**config.mk**
```make
export PLATFORM = sky130hd
export DESIGN_NAME = i2c_rx_batch_fifo
export DESIGN_NICKNAME = d
export VERILOG_FILES = /design/src/rtl/rxf_pkg.sv /design/src/rtl/rxf_store.sv /design/src/rtl/rxf_fill_fsm.sv /design/src/rtl/rxf_flags.sv /design/src/rtl/i2c_rx_batch_fifo.sv
export SDC_FILE = /design/constraint.sdc
export NUM_CORES = 1
export LEC_CHECK = 0
export CORE_MARGIN = 3
export CORE_UTILIZATION = 55
export DETAILED_ROUTE_END_ITERATION = 8
export DONT_BUFFER_PORTS = 1
export PLACE_DENSITY = 0.81
export RECOVER_POWER = 100
export REMOVE_ABC_BUFFERS = 1
export SYNTH_ARGS = -nofsm -noshare
export SYNTH_HDL_FRONTEND = slang
export SYNTH_HIERARCHICAL = 1
export SYNTH_SLANG_ARGS = --single-unit
```
**constraint.sdc**
```tcl
create_clock -name clk -period 3.6 [get_ports clk]
set_input_delay 0.72 -clock clk [delete_from_list [all_inputs] [get_ports clk]]
set_output_delay 0.72 -clock clk [all_outputs]
set_load 0.02 [all_outputs]
```
**src/rtl/rxf_pkg.sv**
```systemverilog
package rxf_pkg;

    typedef enum logic [1:0] {
        SEL_DATA   = 2'd0,
        SEL_RXCTL  = 2'd1,
        SEL_RXSTAT = 2'd2,
        SEL_FIFOCS = 2'd3
    } reg_sel_e;

    typedef enum logic {
        FILL_IDLE = 1'b0,
        FILL_RUN  = 1'b1
    } fill_state_e;

    localparam int unsigned CTL_LAST_BIT = 5;
    localparam int unsigned CTL_IE_BIT   = 6;
    localparam int unsigned STS_HIT_BIT  = 6;
    localparam int unsigned CS_EVT_BIT   = 1;
    localparam int unsigned CS_CLR_BIT   = 6;

    typedef struct packed {
        logic data_rd;
        logic ctl_wr;
        logic hit_ack;
        logic clr;
        logic evt_w1c;
    } host_cmd_t;

    function automatic host_cmd_t decode_host(input logic [1:0] sel, input logic wr,
                                              input logic rd, input logic [7:0] wd,
                                              input logic busy);
        host_cmd_t c;
        c.data_rd = rd && (sel == SEL_DATA) && !busy;
        c.ctl_wr  = wr && (sel == SEL_RXCTL);
        c.hit_ack = wr && (sel == SEL_RXSTAT) && wd[STS_HIT_BIT] && !busy;
        c.clr     = wr && (sel == SEL_FIFOCS) && wd[CS_CLR_BIT] && !busy;
        c.evt_w1c = wr && (sel == SEL_FIFOCS) && wd[CS_EVT_BIT];
        return c;
    endfunction

endpackage

```
**src/rtl/rxf_store.sv**
```systemverilog
module rxf_store #(
    parameter int DEPTH  = 16,
    parameter int DATA_W = 8,
    localparam int PTR_W = $clog2(DEPTH),
    localparam int CNT_W = PTR_W + 1
) (
    input  logic              clk,
    input  logic              rst,
    input  logic              push,
    input  logic [DATA_W-1:0] push_data,
    input  logic              pop,
    input  logic              clear,
    output logic [DATA_W-1:0] head,
    output logic [CNT_W-1:0]  count,
    output logic              full,
    output logic              empty
);
    logic [DATA_W-1:0] mem [DEPTH];
    logic [PTR_W-1:0]  rd_ptr;
    logic [CNT_W-1:0]  cnt_q;
    logic [PTR_W-1:0]  wr_idx;
    logic              push_ok;
    logic              pop_ok;

    assign wr_idx  = rd_ptr + cnt_q[PTR_W-1:0];
    assign full    = (cnt_q == CNT_W'(DEPTH));
    assign empty   = (cnt_q == '0);
    assign push_ok = push && !full;
    assign pop_ok  = pop && !empty;
    assign head    = mem[rd_ptr];
    assign count   = cnt_q;

    always_ff @(posedge clk) begin
        if (push_ok) begin
            mem[wr_idx] <= push_data;
        end
    end

    always_ff @(posedge clk) begin
        if (rst) begin
            rd_ptr <= '0;
            cnt_q  <= '0;
        end else begin
            if (pop_ok) begin
                rd_ptr <= rd_ptr + 1'b1;
            end
            if (clear) begin
                cnt_q <= '0;
            end else begin
                case ({push_ok, pop_ok})
                    2'b10:   cnt_q <= cnt_q + 1'b1;
                    2'b01:   cnt_q <= cnt_q - 1'b1;
                    default: cnt_q <= cnt_q;
                endcase
            end
        end
    end

    // the fill controller never offers a byte to a full store
    assert_no_overflow_R2: assert property (@(posedge clk) disable iff (rst)
        push |-> !full);
    // pops are only issued when something is held
    assert_no_underflow_R5: assert property (@(posedge clk) disable iff (rst)
        pop |-> !empty);
    // count moves by at most one per cycle unless cleared
    assert_count_step_R5: assert property (@(posedge clk) disable iff (rst)
        !clear |=> (cnt_q <= $past(cnt_q) + 1'b1) && (cnt_q + 1'b1 >= $past(cnt_q)));

endmodule

```
**src/rtl/rxf_fill_fsm.sv**
```systemverilog
module rxf_fill_fsm
    import rxf_pkg::*;
#(
    parameter int CNT_W = 5
) (
    input  logic             clk,
    input  logic             rst,
    input  logic             start,
    input  logic [CNT_W-1:0] count,
    input  logic [CNT_W-1:0] thr,
    input  logic             full,
    output logic             byte_req,
    output logic             busy,
    output logic             finish
);
    fill_state_e state_q;
    logic        enough;

    assign enough   = (count >= thr) || full;
    assign busy     = (state_q == FILL_RUN);
    assign byte_req = busy && !enough;
    assign finish   = busy && enough;

    always_ff @(posedge clk) begin
        if (rst) begin
            state_q <= FILL_IDLE;
        end else begin
            case (state_q)
                FILL_IDLE: if (start && (count != thr)) state_q <= FILL_RUN;
                FILL_RUN:  if (enough) state_q <= FILL_IDLE;
                default:   state_q <= FILL_IDLE;
            endcase
        end
    end

    // a start with the count already at the threshold leaves the block idle
    assert_start_at_thr_R2: assert property (@(posedge clk) disable iff (rst)
        (!busy && start && (count == thr)) |=> !busy);

endmodule

```
**src/rtl/rxf_flags.sv**
```systemverilog
module rxf_flags
    import rxf_pkg::*;
#(
    parameter int THR_W = 5
) (
    input  logic             clk,
    input  logic             rst,
    input  host_cmd_t        cmd,
    input  logic [7:0]       wdata,
    input  logic             finish,
    input  logic             reached,
    input  logic             at_full,
    output logic [THR_W-1:0] thr,
    output logic             last_q,
    output logic             ie_q,
    output logic             thr_hit,
    output logic             data_ready,
    output logic             buf_event,
    output logic             nack_last
);
    logic done_ok;
    assign done_ok = finish && reached;

    always_ff @(posedge clk) begin
        if (rst) begin
            thr        <= THR_W'(1);
            last_q     <= 1'b0;
            ie_q       <= 1'b0;
            thr_hit    <= 1'b0;
            data_ready <= 1'b0;
            buf_event  <= 1'b0;
            nack_last  <= 1'b0;
        end else begin
            nack_last <= done_ok && last_q;
            if (cmd.ctl_wr) begin
                thr  <= wdata[THR_W-1:0];
                ie_q <= wdata[CTL_IE_BIT];
                if (wdata[CTL_LAST_BIT]) last_q <= 1'b1;
            end
            if (done_ok && last_q) begin
                last_q <= 1'b0;
            end
            if (done_ok) begin
                thr_hit <= 1'b1;
            end else if (cmd.hit_ack || cmd.clr) begin
                thr_hit <= 1'b0;
            end
            if (done_ok && at_full) begin
                buf_event <= 1'b1;
            end else if (cmd.clr || cmd.evt_w1c) begin
                buf_event <= 1'b0;
            end
            if (done_ok) begin
                data_ready <= at_full ? 1'b1 : !ie_q;
            end
        end
    end

    // the nack request only accompanies a reached threshold
    assert_nack_hit_R4: assert property (@(posedge clk) disable iff (rst)
        nack_last |-> thr_hit);
    // the last-byte flag is consumed when the nack is issued
    assert_last_consumed_R4: assert property (@(posedge clk) disable iff (rst)
        nack_last |-> !last_q);
    // the threshold flag only rises at the end of a fill
    assert_hit_rise_R3: assert property (@(posedge clk) disable iff (rst)
        $rose(thr_hit) |-> $past(finish));
    // a buffer event always comes with data ready
    assert_evt_ready_R8: assert property (@(posedge clk) disable iff (rst)
        $rose(buf_event) |-> data_ready);
    // a clear command drops both flags
    assert_clear_flags_R9: assert property (@(posedge clk) disable iff (rst)
        cmd.clr |=> !thr_hit && !buf_event);

endmodule

```
**src/rtl/i2c_rx_batch_fifo.sv**
```systemverilog
module i2c_rx_batch_fifo
    import rxf_pkg::*;
#(
    parameter int DEPTH  = 16,
    parameter int DATA_W = 8,
    localparam int CNT_W = $clog2(DEPTH) + 1
) (
    input  logic              clk,
    input  logic              rst,
    input  logic [1:0]        host_sel,
    input  logic              host_wr,
    input  logic              host_rd,
    input  logic [7:0]        host_wdata,
    output logic [7:0]        host_rdata,
    input  logic              rx_active,
    input  logic              stop_pending,
    input  logic              fill_start,
    output logic              byte_req,
    input  logic              byte_vld,
    input  logic [DATA_W-1:0] byte_data,
    output logic              nack_last,
    output logic              stop_exec,
    output logic              data_ready,
    output logic              fill_busy,
    output logic [CNT_W-1:0]  fifo_count,
    output logic              fifo_empty,
    output logic              fifo_full
);
    host_cmd_t         cmd;
    logic [DATA_W-1:0] head;
    logic [DATA_W-1:0] last_byte;
    logic [CNT_W-1:0]  thr;
    logic              last_q, ie_q, thr_hit, buf_event;
    logic              finish, reached, push, pop, start, read_fill;

    assign cmd       = decode_host(host_sel, host_wr, host_rd, host_wdata, fill_busy);
    assign push      = byte_req && byte_vld;
    assign pop       = cmd.data_rd && !fifo_empty;
    assign reached   = (fifo_count >= thr);
    assign read_fill = cmd.data_rd && fifo_empty && rx_active && !stop_pending;
    assign start     = fill_start || read_fill || (cmd.hit_ack && rx_active);

    rxf_store #(.DEPTH(DEPTH), .DATA_W(DATA_W)) u_store (
        .clk(clk), .rst(rst), .push(push), .push_data(byte_data), .pop(pop),
        .clear(cmd.clr), .head(head), .count(fifo_count), .full(fifo_full),
        .empty(fifo_empty)
    );

    rxf_fill_fsm #(.CNT_W(CNT_W)) u_fsm (
        .clk(clk), .rst(rst), .start(start), .count(fifo_count), .thr(thr),
        .full(fifo_full), .byte_req(byte_req), .busy(fill_busy), .finish(finish)
    );

    rxf_flags #(.THR_W(CNT_W)) u_flags (
        .clk(clk), .rst(rst), .cmd(cmd), .wdata(host_wdata), .finish(finish),
        .reached(reached), .at_full(fifo_full), .thr(thr), .last_q(last_q),
        .ie_q(ie_q), .thr_hit(thr_hit), .data_ready(data_ready),
        .buf_event(buf_event), .nack_last(nack_last)
    );

    always_ff @(posedge clk) begin
        if (rst) begin
            last_byte <= '0;
            stop_exec <= 1'b0;
        end else begin
            stop_exec <= cmd.data_rd && stop_pending && (fifo_count <= CNT_W'(1));
            if (pop) last_byte <= head;
        end
    end

    always_comb begin
        host_rdata = '0;
        case (reg_sel_e'(host_sel))
            SEL_DATA:   host_rdata = fifo_empty ? 8'(last_byte) : 8'(head);
            SEL_RXCTL:  host_rdata = {1'b0, ie_q, last_q, 5'(thr)};
            SEL_RXSTAT: host_rdata = {1'b0, thr_hit, 1'b0, 5'(fifo_count)};
            SEL_FIFOCS: host_rdata = {6'b0, buf_event, 1'b0};
            default:    host_rdata = '0;
        endcase
    end

    // no pop is taken while a fill runs
    assert_busy_blocks_pop_R11: assert property (@(posedge clk) disable iff (rst)
        (fill_busy && host_rd && (host_sel == SEL_DATA)) |=> $stable(fifo_count) || fill_busy || $past(push));
    // the stop request only follows a read made with a stop pending
    assert_stop_cause_R10: assert property (@(posedge clk) disable iff (rst)
        stop_exec |-> $past(stop_pending) && $past(host_rd));
    // bytes are only requested while the store has room
    assert_req_room_R2: assert property (@(posedge clk) disable iff (rst)
        byte_req |-> !fifo_full && fill_busy);

endmodule

```
==> flow_summary.json, run 1 <==
{
  "path_max_fanout": 8,
  "dp_hpwl_um": 9460,
  "vias": 4046,
  "synth-seq-area-share_pct": 63.3,
  "synth-compound-area-share_pct": 4.01,
  "syn_to_final_growth_pct": 15.3,
  "clkPwrFrac_pct": 43.7,
  "status": "finished, final reports clean",
  "pwr-share-comb_pct": 5.0,
  "ant_nets": 0,
  "fin_nets": 539,
  "cap_violations": 0,
  "wl_per_cell_um": 21.8,
  "r2r_end": "u_store/count[4]",
  "synthSimpleGateAreaFrac_pct": 8.62,
  "clockBufferDepth": 2,
  "htree_levels": 4,
  "synthCells": 454,
  "die_width_um": 120,
  "worstSetupPathType": "reg -> out",
  "post-route-min-period_ps": 3590,
  "first_global_vias": 4174,
  "synth_edf_count": 128,
  "route.detailed.drc": 0,
  "cts-root-buf": "clkbuf_16",
  "wl_um": 14800,
  "path_delay_family": "multiplexers",
  "rsz0062_at_grt": "yes",
  "critPathBufInv": 1,
  "hp-start": "rst",
  "p_sw_share_pct": 22.6,
  "hold_path.class": "in -> reg",
  "grt_start_max_net_pins": 40,
  "cts_tree": "built",
  "holdPathStages": 1,
  "drt-vias-per-instance": 5.94,
  "num_io_pins": 46,
  "track_usage_pct": 21.8,
  "fmax_mhz": 278,
  "placed_area_um2": 7540,
  "first_pass_iters": 5,
  "slowest_stage": "mux4_2",
  "synth_mux_area_share_pct": 17.1,
  "hold_buffers": 0,
  "period_share_pct": 99.9,
  "numPortBuffers": 0,
  "crit_top_cell": "mux4_2",
  "syn_area_per_cell_um2": 15.8,
  "stdcell_area_um2": 8250,
  "power_switching_mw": 0.906,
  "crit_path_start_kind": "register",
  "synth.distinct_cells": 56,
  "synth_top_family_by_area": "multiplexers",
  "finalSetupViolCount": 0,
  "slew_violations": 0,
  "ys.flop_type": "edfxtp_1",
  "core.rowCount": 41,
  "mostFrequentLayoutCell": "edfxtp_1",
  "syn_area_um2": 7150,
  "cts-buffers-inserted": 17,
  "required_ps": 2880,
  "synth_seq_cells": 162,
  "dp_slack_ps": 181,
  "cp-end-kind": "output pin",
  "grt_overflow": 0,
  "hold_viol": 0,
  "synth-xor-area-share_pct": 1.35,
  "diodes": 0,
  "critPathMaxStageDelay_ps": 540,
  "tightest_slew_ps": 635,
  "worst_slack_ps": 5.30,
  "cell_internal_pwr_mw": 3.10,
  "yosysWarnings": 6,
  "r2r-start": "u_store/count[3]",
  "core_um2": 12700,
  "r2r_cells": 13,
  "slew_headroom_pct": 57.2,
  "cts_sinks": 162,
  "drtIter0Drc": 428,
  "path_cells": "buf_12 -> mux4_2 -> mux4_2 -> mux2_4 -> mux4_2",
  "synth_fa_ha_area_share_pct": 3.08,
  "async_reset_ff_share_pct": 0,
  "seqPwrFrac_pct": 51.3,
  "layout_common_cells": "edfxtp_1 (128), nor2_1 (40), mux4_2 (39)",
  "initial_core_util_pct": 56.4,
  "clk_pin_slew_ps": 70,
  "dieArea_um2": 14400,
  "leakage_nw": 2.80,
  "grt_pass1_wl_um": 23300,
  "clock_skew_ps": 8.83,
  "worstSkewPairLatency_ps": 430,
  "arrival_ps": 2870,
  "ir_drop_v": 0.000487,
  "power_density_nw_per_um2": 486,
  "die_h_um": 120,
  "rrSetupSlack_ps": 240,
  "hold_path_end": "u_flags/thr_hit",
  "drive_gt1_share_pct": 26.1,
  "antenna_found_initial": 0,
  "gp_congestion": 0.810,
  "nFillCells": 852
}
layout make-up:
class,count,area (µm²),area share [%]
Multi-Input combinational cell,256,2470,30.0
Sequential cell,162,4530,54.9
Timing Repair Buffer,45,405,4.92
Clock inverter,15,149,1.81
Tap cell,172,215,2.61
Inverter,14,52.6,0.637
Clock buffer,17,425,5.16
Yosys cell counts (2+ instances only):
master | instances | area [µm²]
mux4_2 | 39 | 878
o21a_1 | 2 | 15.0
nor4_1 | 2 | 12.5
buf_1 | 5 | 18.8
nor2b_1 | 4 | 25.0
buf_6 | 5 | 56.3
a21oi_1 | 11 | 55.1
o21ai_1 | 3 | 15.0
nand3b_1 | 2 | 15.0
mux2_2 | 7 | 78.8
xor2_1 | 6 | 52.6
or3b_1 | 2 | 17.5
edfxtp_1 | 128 | 3840
dfxtp_1 | 34 | 681
nand3_1 | 2 | 10.0
mux2i_1 | 21 | 210
buf_4 | 2 | 15.0
or3_1 | 3 | 18.8
nand2b_1 | 19 | 119
mux4_1 | 2 | 52.6
buf_2 | 6 | 30.0
a21o_1 | 3 | 22.5
and2_1 | 2 | 12.5
clkbuf_1 | 4 | 15.0
o21ai_0 | 6 | 30.0
a211o_1 | 4 | 35.0
and4b_1 | 2 | 20.0
nand4_1 | 2 | 12.5
ha_1 | 16 | 200
nor3_1 | 6 | 30.0
nand2_1 | 20 | 75.1
nor3b_1 | 3 | 22.5
nor2_1 | 41 | 154
a21oi_2 | 2 | 17.5
inv_1 | 13 | 48.8
xnor2_1 | 5 | 43.8
power groups by stage:
stage | Sequential, mW | Combinational (mW) | Clock, mW
floorplan | 2.09 | 0.133 | 0
global placement | 2.09 | 0.180 | 0
detailed placement | 2.10 | 0.186 | 0
CTS | 2.05 | 0.191 | 1.77
global route | 2.06 | 0.217 | 1.86
finish | 2.05 | 0.201 | 1.75
kinds of logic after synthesis:
kind of cell             Yosys count
adder cells (fa/ha/maj)           17
AND/OR/NAND/NOR                  117
AO/OA/AOI/OAI                     42
XOR/XNOR                          11
buffers and inverters             36
multiplexers                      69
flip-flops                       162
metal layers:
layer / part of all wire, % / global-route usage [%] / wire (µm)
met4: 2.0 / 7.09 / 301
met1: 40 / 27.8 / 5970
met5: 0 / 0 / 0
met2: 50 / 35.5 / 7450
met3: 7.5 / 7.07 / 1120
worst max path at each step:
stage | slack, ps | cells past startpoint | to
2_1_floorplan | -440 | 4 | host_rdata[1]
3_3_place_gp | 290 | 14 | u_store/count[4]
3_5_place_dp | 180 | 14 | u_store/count[4]
4_1_cts | -7 | 5 | host_rdata[1]
5_1_grt | -30 | 5 | host_rdata[1]
6_report | 5 | 5 | host_rdata[1]
per-stage QoR:
stage	hold slack, ps	power [mW]	cells	TNS (ps)	util, %
4_1_cts	332	4.02	675	-7.02	64.5
3_3_place_gp	454	2.27	641	0	59.5
5_1_grt	332	4.13	681	-100	65.1
2_1_floorplan	445	2.23	432	-2560	-
6_report	349	4.01	681	0	65.1
3_5_place_dp	464	2.28	641	0	59.5
what timing repair did:
item	CTS	global route
pin swaps	0	1
resized for setup	2	10
buffers inserted	1	5
gates cloned	1	1
endpoints found under the setup margin	3	9
flip-flops by register name (all words and copies together), names as in the netlist, named ones only:
register,flops
u_store/mem,128
last_byte,8
u_flags/thr,5
u_store/count,5
u_store/rd_ptr,4
stop_exec,1
u_flags/buf_event,1
u_flags/data_ready,1
u_flags/ie_q,1
u_flags/last_q,1
u_flags/nack_last,1
u_flags/thr_hit,1
u_fsm/busy,1
Note: power is estimated with default switching activity, not from simulation.
==> run 2: changes to the inputs <==
--- a/config.mk
+++ b/config.mk
@@ -7,11 +7,13 @@
 export LEC_CHECK = 0
 export CORE_MARGIN = 3
 export CORE_UTILIZATION = 55
+export CTS_BUF_LIST = sky130_fd_sc_hd__clkbuf_16
 export DETAILED_ROUTE_END_ITERATION = 8
 export DONT_BUFFER_PORTS = 1
 export PLACE_DENSITY = 0.81
 export RECOVER_POWER = 100
 export REMOVE_ABC_BUFFERS = 1
+export SKIP_CTS_REPAIR_TIMING = 1
 export SYNTH_ARGS = -nofsm -noshare
 export SYNTH_HDL_FRONTEND = slang
 export SYNTH_HIERARCHICAL = 1
==> constraint.sdc (replaced) <==
create_clock -name clk -period 3.1 [get_ports clk]
set_input_delay 0.62 -clock clk [delete_from_list [all_inputs] [get_ports clk]]
set_output_delay 0.62 -clock clk [all_outputs]
set_load 0.02 [all_outputs]
==> run 2 against run 1 <==
  * The flow now finishes with violations (negative setup slack)
  * Flip-flop and latch count unchanged
  * Clock skew decreased by 1.4 ps
  * Final area up 2.1%
  * Core utilization is 1.4 points higher
  * Largest cell class unchanged
  * Largest power group unchanged
==> flow_summary.json, run 2 (synthesis results as in run 1) <==
{
  "status": "finished with violations",
  "violations": "negative setup slack",
  "drtIter0Drc": 438,
  "worstSkewPairLatency_ps": 420,
  "drive_gt1_share_pct": 28.6,
  "first_pass_iters": 5,
  "worstSetupPathType": "reg -> out",
  "clockBufferDepth": 2,
  "wl_per_cell_um": 22.4,
  "arrival_ps": 2860,
  "wl_um": 15600,
  "post-route-min-period_ps": 3480,
  "cts-root-buf": "clkbuf_16",
  "first_global_vias": 4260,
  "core.rowCount": 41,
  "gp_congestion": 0.872,
  "antenna_found_initial": 0,
  "finalSetupViolCount": 9,
  "cts-buffers-inserted": 17,
  "top_register": "u_store/mem",
  "hold_path.class": "in -> reg",
  "grt_pass1_wl_um": 23800,
  "dieArea_um2": 14400,
  "fin_tns_setup_ps": -2390,
  "grt_overflow": 0,
  "cap_violations": 0,
  "utilization_pct": 66.5,
  "num_io_pins": 46,
  "numPortBuffers": 0,
  "gr-usage-met3_pct": 5.75,
  "die_width_um": 120,
  "hold_viol": 0,
  "leakage_nw": 2.90,
  "use_met2_pct": 36.0,
  "syn_to_final_growth_pct": 17.8,
  "power_mw": 4.77,
  "track_usage_pct": 22.3,
  "rrSetupSlack_ps": -20,
  "required_ps": 2480,
  "top_usage_layer": "met2",
  "tightest_slew_ps": 724,
  "core_um2": 12700,
  "diodes": 0,
  "whs_ps": 263,
  "path_max_fanout": 8,
  "worst_slack_ps": -375,
  "ir_drop_v": 0.000441,
  "dp_hpwl_um": 10100,
  "cts_tree": "built",
  "vias": 4282,
  "power_density_nw_per_um2": 566,
  "slew_violations": 0,
  "clk_pin_slew_ps": 70,
  "slew_headroom_pct": 51.7,
  "fin_nets": 554,
  "ant_nets": 0,
  "route.detailed.drc": 0,
  "period_share_pct": 112,
  "rsz0062_at_grt": "yes",
  "nFillCells": 848,
  "use_met1_pct": 29.1,
  "drt-vias-per-instance": 6.15,
  "grt_start_max_net_pins": 40,
  "mostFrequentLayoutCell": "edfxtp_1",
  "crit_path_start_kind": "register",
  "fmax_mhz": 288,
  "cts_sinks": 162,
  "htree_levels": 4,
  "largest_register_ffs": 128,
  "layout_common_cells": "edfxtp_1 (128), mux4_2 (41), buf_4 (41)",
  "initial_core_util_pct": 56.4,
  "die_h_um": 120,
  "cp-end-kind": "output pin",
  "largestRegisters": "u_store/mem: 128 flops, last_byte: 8 flops",
  "clock_skew_ps": 7.38
}
-- run 2: cell types whose count changed in the layout (fill, tap and decap cells not counted), sizes merged --
| cell | change |
|---|---|
| buf | +8 |
| bufinv | +2 |
| clkbuf | +7 |
| clkinv | -1 |
| clkinvlp | -1 |
-- run 2: stage by stage --
| step | area (µm²) | setup WS, ps | instances |
|---|---|---|---|
| after detailed placement | 7620 | 19.2 | 650 |
| after global routing | 8420 | -430 | 696 |
| after floorplan | 7020 | -844 | 432 |
| after global placement | 7620 | 70.0 | 650 |
| after CTS | 8220 | -415 | 682 |
| final | 8420 | -375 | 696 |
-- run 2: power by group --
group	total, mW	switching, mW	internal [mW]
clock	2.13	0.853	1.28
sequential	2.38	0.0212	2.36
combinational	0.254	0.135	0.118
-- run 2: worst paths after layout --
check | startpoint | endpoint | cells after the start
worst max-delay path | register | host_rdata[1] | 5
worst min-delay path | rst | u_flags/thr_hit | 1
worst max register to register | u_store/count[0] | u_store/count[4] | 14
worst min register to register | last_byte[4] | last_byte[4] | 2
-- run 2: metal layers --
layer | part of all wire [%] | vias to the layer above
met4 | 2.4 | 0
met5 | 0 | -
li1 | - | 1863
met1 | 38 | 2145
met2 | 51 | 238
met3 | 8.2 | 36
-- run 2: worst max-delay path, stage by stage, from the launching register on --
cell     delay [ps]
dfxtp_4         420
buf_12          150
mux4_2          520
mux4_2          510
mux2_4          290
mux4_2          540
-- run 2: cell type report --
class | instances | area (µm²) | area share (%)
sequential | 162 | 4530 | 53.8
multi-input combinational | 256 | 2500 | 29.7
timing repair buffer | 60 | 524 | 6.22
clock buffer | 17 | 425 | 5.05
tap | 172 | 215 | 2.56
clock inverter | 15 | 178 | 2.11
inverter | 14 | 52.6 | 0.624
==> run 3: changes to the inputs <==
--- a/config.mk
+++ b/config.mk
@@ -5,6 +5,7 @@
 export SDC_FILE = /design/constraint.sdc
 export NUM_CORES = 1
 export LEC_CHECK = 0
+export ABC_AREA = 1
 export CORE_MARGIN = 3
 export CORE_UTILIZATION = 55
 export CTS_BUF_LIST = sky130_fd_sc_hd__clkbuf_16
==> run 3 against run 2 <==
  * The flow now finishes without violations
  * Worst setup slack improved by 460 ps
  * First-iteration DRC count is 22% higher
  * Die area rose by 3.7%
  * Sequential share of layout area fell by 0.77 points
  * Power increased by 14%
  * Synthesized cell count is 54% higher
  * Routed wire length increased by 10%
  * Worst hold slack gained 2.9 ps
  * Synthesized area rose by 3.9%
  * Sequential power grew 5%
  * Flip-flop and latch count unchanged
  * Highest routed layer unchanged
==> flow_summary.json, run 3 <==
{
  "cts_sinks": 162,
  "whs_ps": 266,
  "critPathMaxStageDelay_ps": 440,
  "synthCells": 700,
  "first_pass_iters": 6,
  "utilization_pct": 66.2,
  "path_delay_family": "simple AND/OR/NAND/NOR gates",
  "rsz0062_at_grt": "yes",
  "diodes": 0,
  "layout_common_cells": "edfxtp_1 (128), inv_1 (100), nor2_1 (71), nand2_1 (71), o21ai_0 (53)",
  "cap_violations": 0,
  "dp_hpwl_um": 11100,
  "hold_viol": 0,
  "period_share_pct": 97.2,
  "fin_nets": 788,
  "htree_levels": 4,
  "die_width_um": 122,
  "finalSetupViolCount": 0,
  "gp_congestion": 0.933,
  "power_mw": 5.45,
  "post-route-min-period_ps": 3010,
  "worstSkewPairLatency_ps": 420,
  "leakage_nw": 3.28,
  "power_density_nw_per_um2": 637,
  "num_io_pins": 46,
  "critPathBufInv": 2,
  "tightest_slew_ps": 505,
  "worst_slack_ps": 87.6,
  "syn_area_um2": 7430,
  "numPortBuffers": 0,
  "slowest_stage": "dfxtp_4",
  "syn_to_final_growth_pct": 15.1,
  "cp-end-kind": "output pin",
  "dp_slack_ps": 177,
  "hp-start": "rst",
  "place_inst": 885,
  "arrival_ps": 2390,
  "status": "finished, final reports clean",
  "drive_gt1_share_pct": 15.0,
  "ir_drop_v": 0.000510,
  "crit_path_start_kind": "register",
  "wl_um": 17200,
  "syn_area_per_cell_um2": 10.6,
  "first_global_vias": 5056,
  "hold_path.class": "in -> reg",
  "drtIter0Drc": 534,
  "slew_headroom_pct": 66.2,
  "cts_tree": "built",
  "clockBufferDepth": 2,
  "die_h_um": 122,
  "grt_overflow": 0,
  "wl_per_cell_um": 18.5,
  "route.detailed.drc": 0,
  "cts-buffers-inserted": 17,
  "required_ps": 2480,
  "grt_pass1_wl_um": 25600,
  "mostFrequentLayoutCell": "edfxtp_1",
  "core.rowCount": 41,
  "largest_register_ffs": 128,
  "worstSetupPathType": "reg -> out",
  "final_cells": 930,
  "ant_nets": 0,
  "crit_top_cell": "o211ai_1",
  "top_register": "u_store/mem",
  "grt_start_max_net_pins": 53,
  "track_usage_pct": 22.7,
  "largestRegisters": "u_store/mem: 128 flops, last_byte: 8 flops",
  "yosysWarnings": 6,
  "dieArea_um2": 14900,
  "path_cells": "buf_12 -> buf_16 -> mux2i_1 -> o21ai_1 -> o211ai_1 -> nand2_1 -> or2_2 -> o211ai_1 -> nand3_2",
  "antenna_found_initial": 0,
  "slew_violations": 0,
  "r2r-start": "u_store/count[2]",
  "fmax_mhz": 332,
  "path_max_fanout": 13,
  "drt-vias-per-instance": 5.73,
  "vias": 5325,
  "cts-root-buf": "clkbuf_16",
  "clk_pin_slew_ps": 70,
  "initial_core_util_pct": 57.5,
  "core_um2": 12900,
  "clock_skew_ps": 6.88
}
run 3: power by group:
part | leakage, nW | internal, mW | total (mW) | switching [mW]
combinational | 1.59 | 0.373 | 1.07 | 0.699
clock | 0.268 | 1.03 | 1.88 | 0.851
sequential | 1.43 | 2.42 | 2.50 | 0.0793
run 3: worst register-to-register path, stage by stage (launching register included):
cell,delay (ps)
dfxtp_1,510
ha_1,320
nand2_1,110
nor2_2,50
nand2_1,50
nand2_1,80
nor3_2,190
nand2_1,90
inv_1,90
nand2_4,80
ha_1,320
xor2_2,200
ha_1,220
inv_1,70
nand2_2,70
nand2_1,80
nand2_1,50
nand2_1,50
nand3_1,60
nand2_1,70
inv_1,40
run 3: area by class of cell:
type | count | area [µm²]
Tap cell | 172 | 215
Clock buffer | 17 | 425
Inverter | 104 | 395
Clock inverter | 15 | 108
Fill cell | 938 | 4370
Sequential cell | 162 | 4530
Multi-Input combinational cell | 409 | 2400
Timing Repair Buffer | 51 | 475
run 3: metal layers:
metal	vias up	share of wire, %	wire length [µm]	GRT usage [%]
li1	2507	-	-	-
met1	2550	39	6760	29.4
met2	239	50	8610	37.5
met3	29	8.3	1430	4.52
met4	0	2.4	411	9.66
met5	-	0	0	0
run 3: worst paths after layout:
kind,slack [ps],depth (start not counted),endpoint
max reg2reg,210,20,u_store/count[4]
min reg2reg,480,2,u_flags/thr_hit
min,270,1,register
max,90,9,host_rdata[0]
run 3: per-stage QoR:
stage                     setup TNS (ps)  cell area, µm²
after detailed placement               0            7830
final                                  0            8550
after global routing               -26.7            8550
after global placement                 0            7830
after CTS                           -695            8360
after floorplan                    -9500            7300
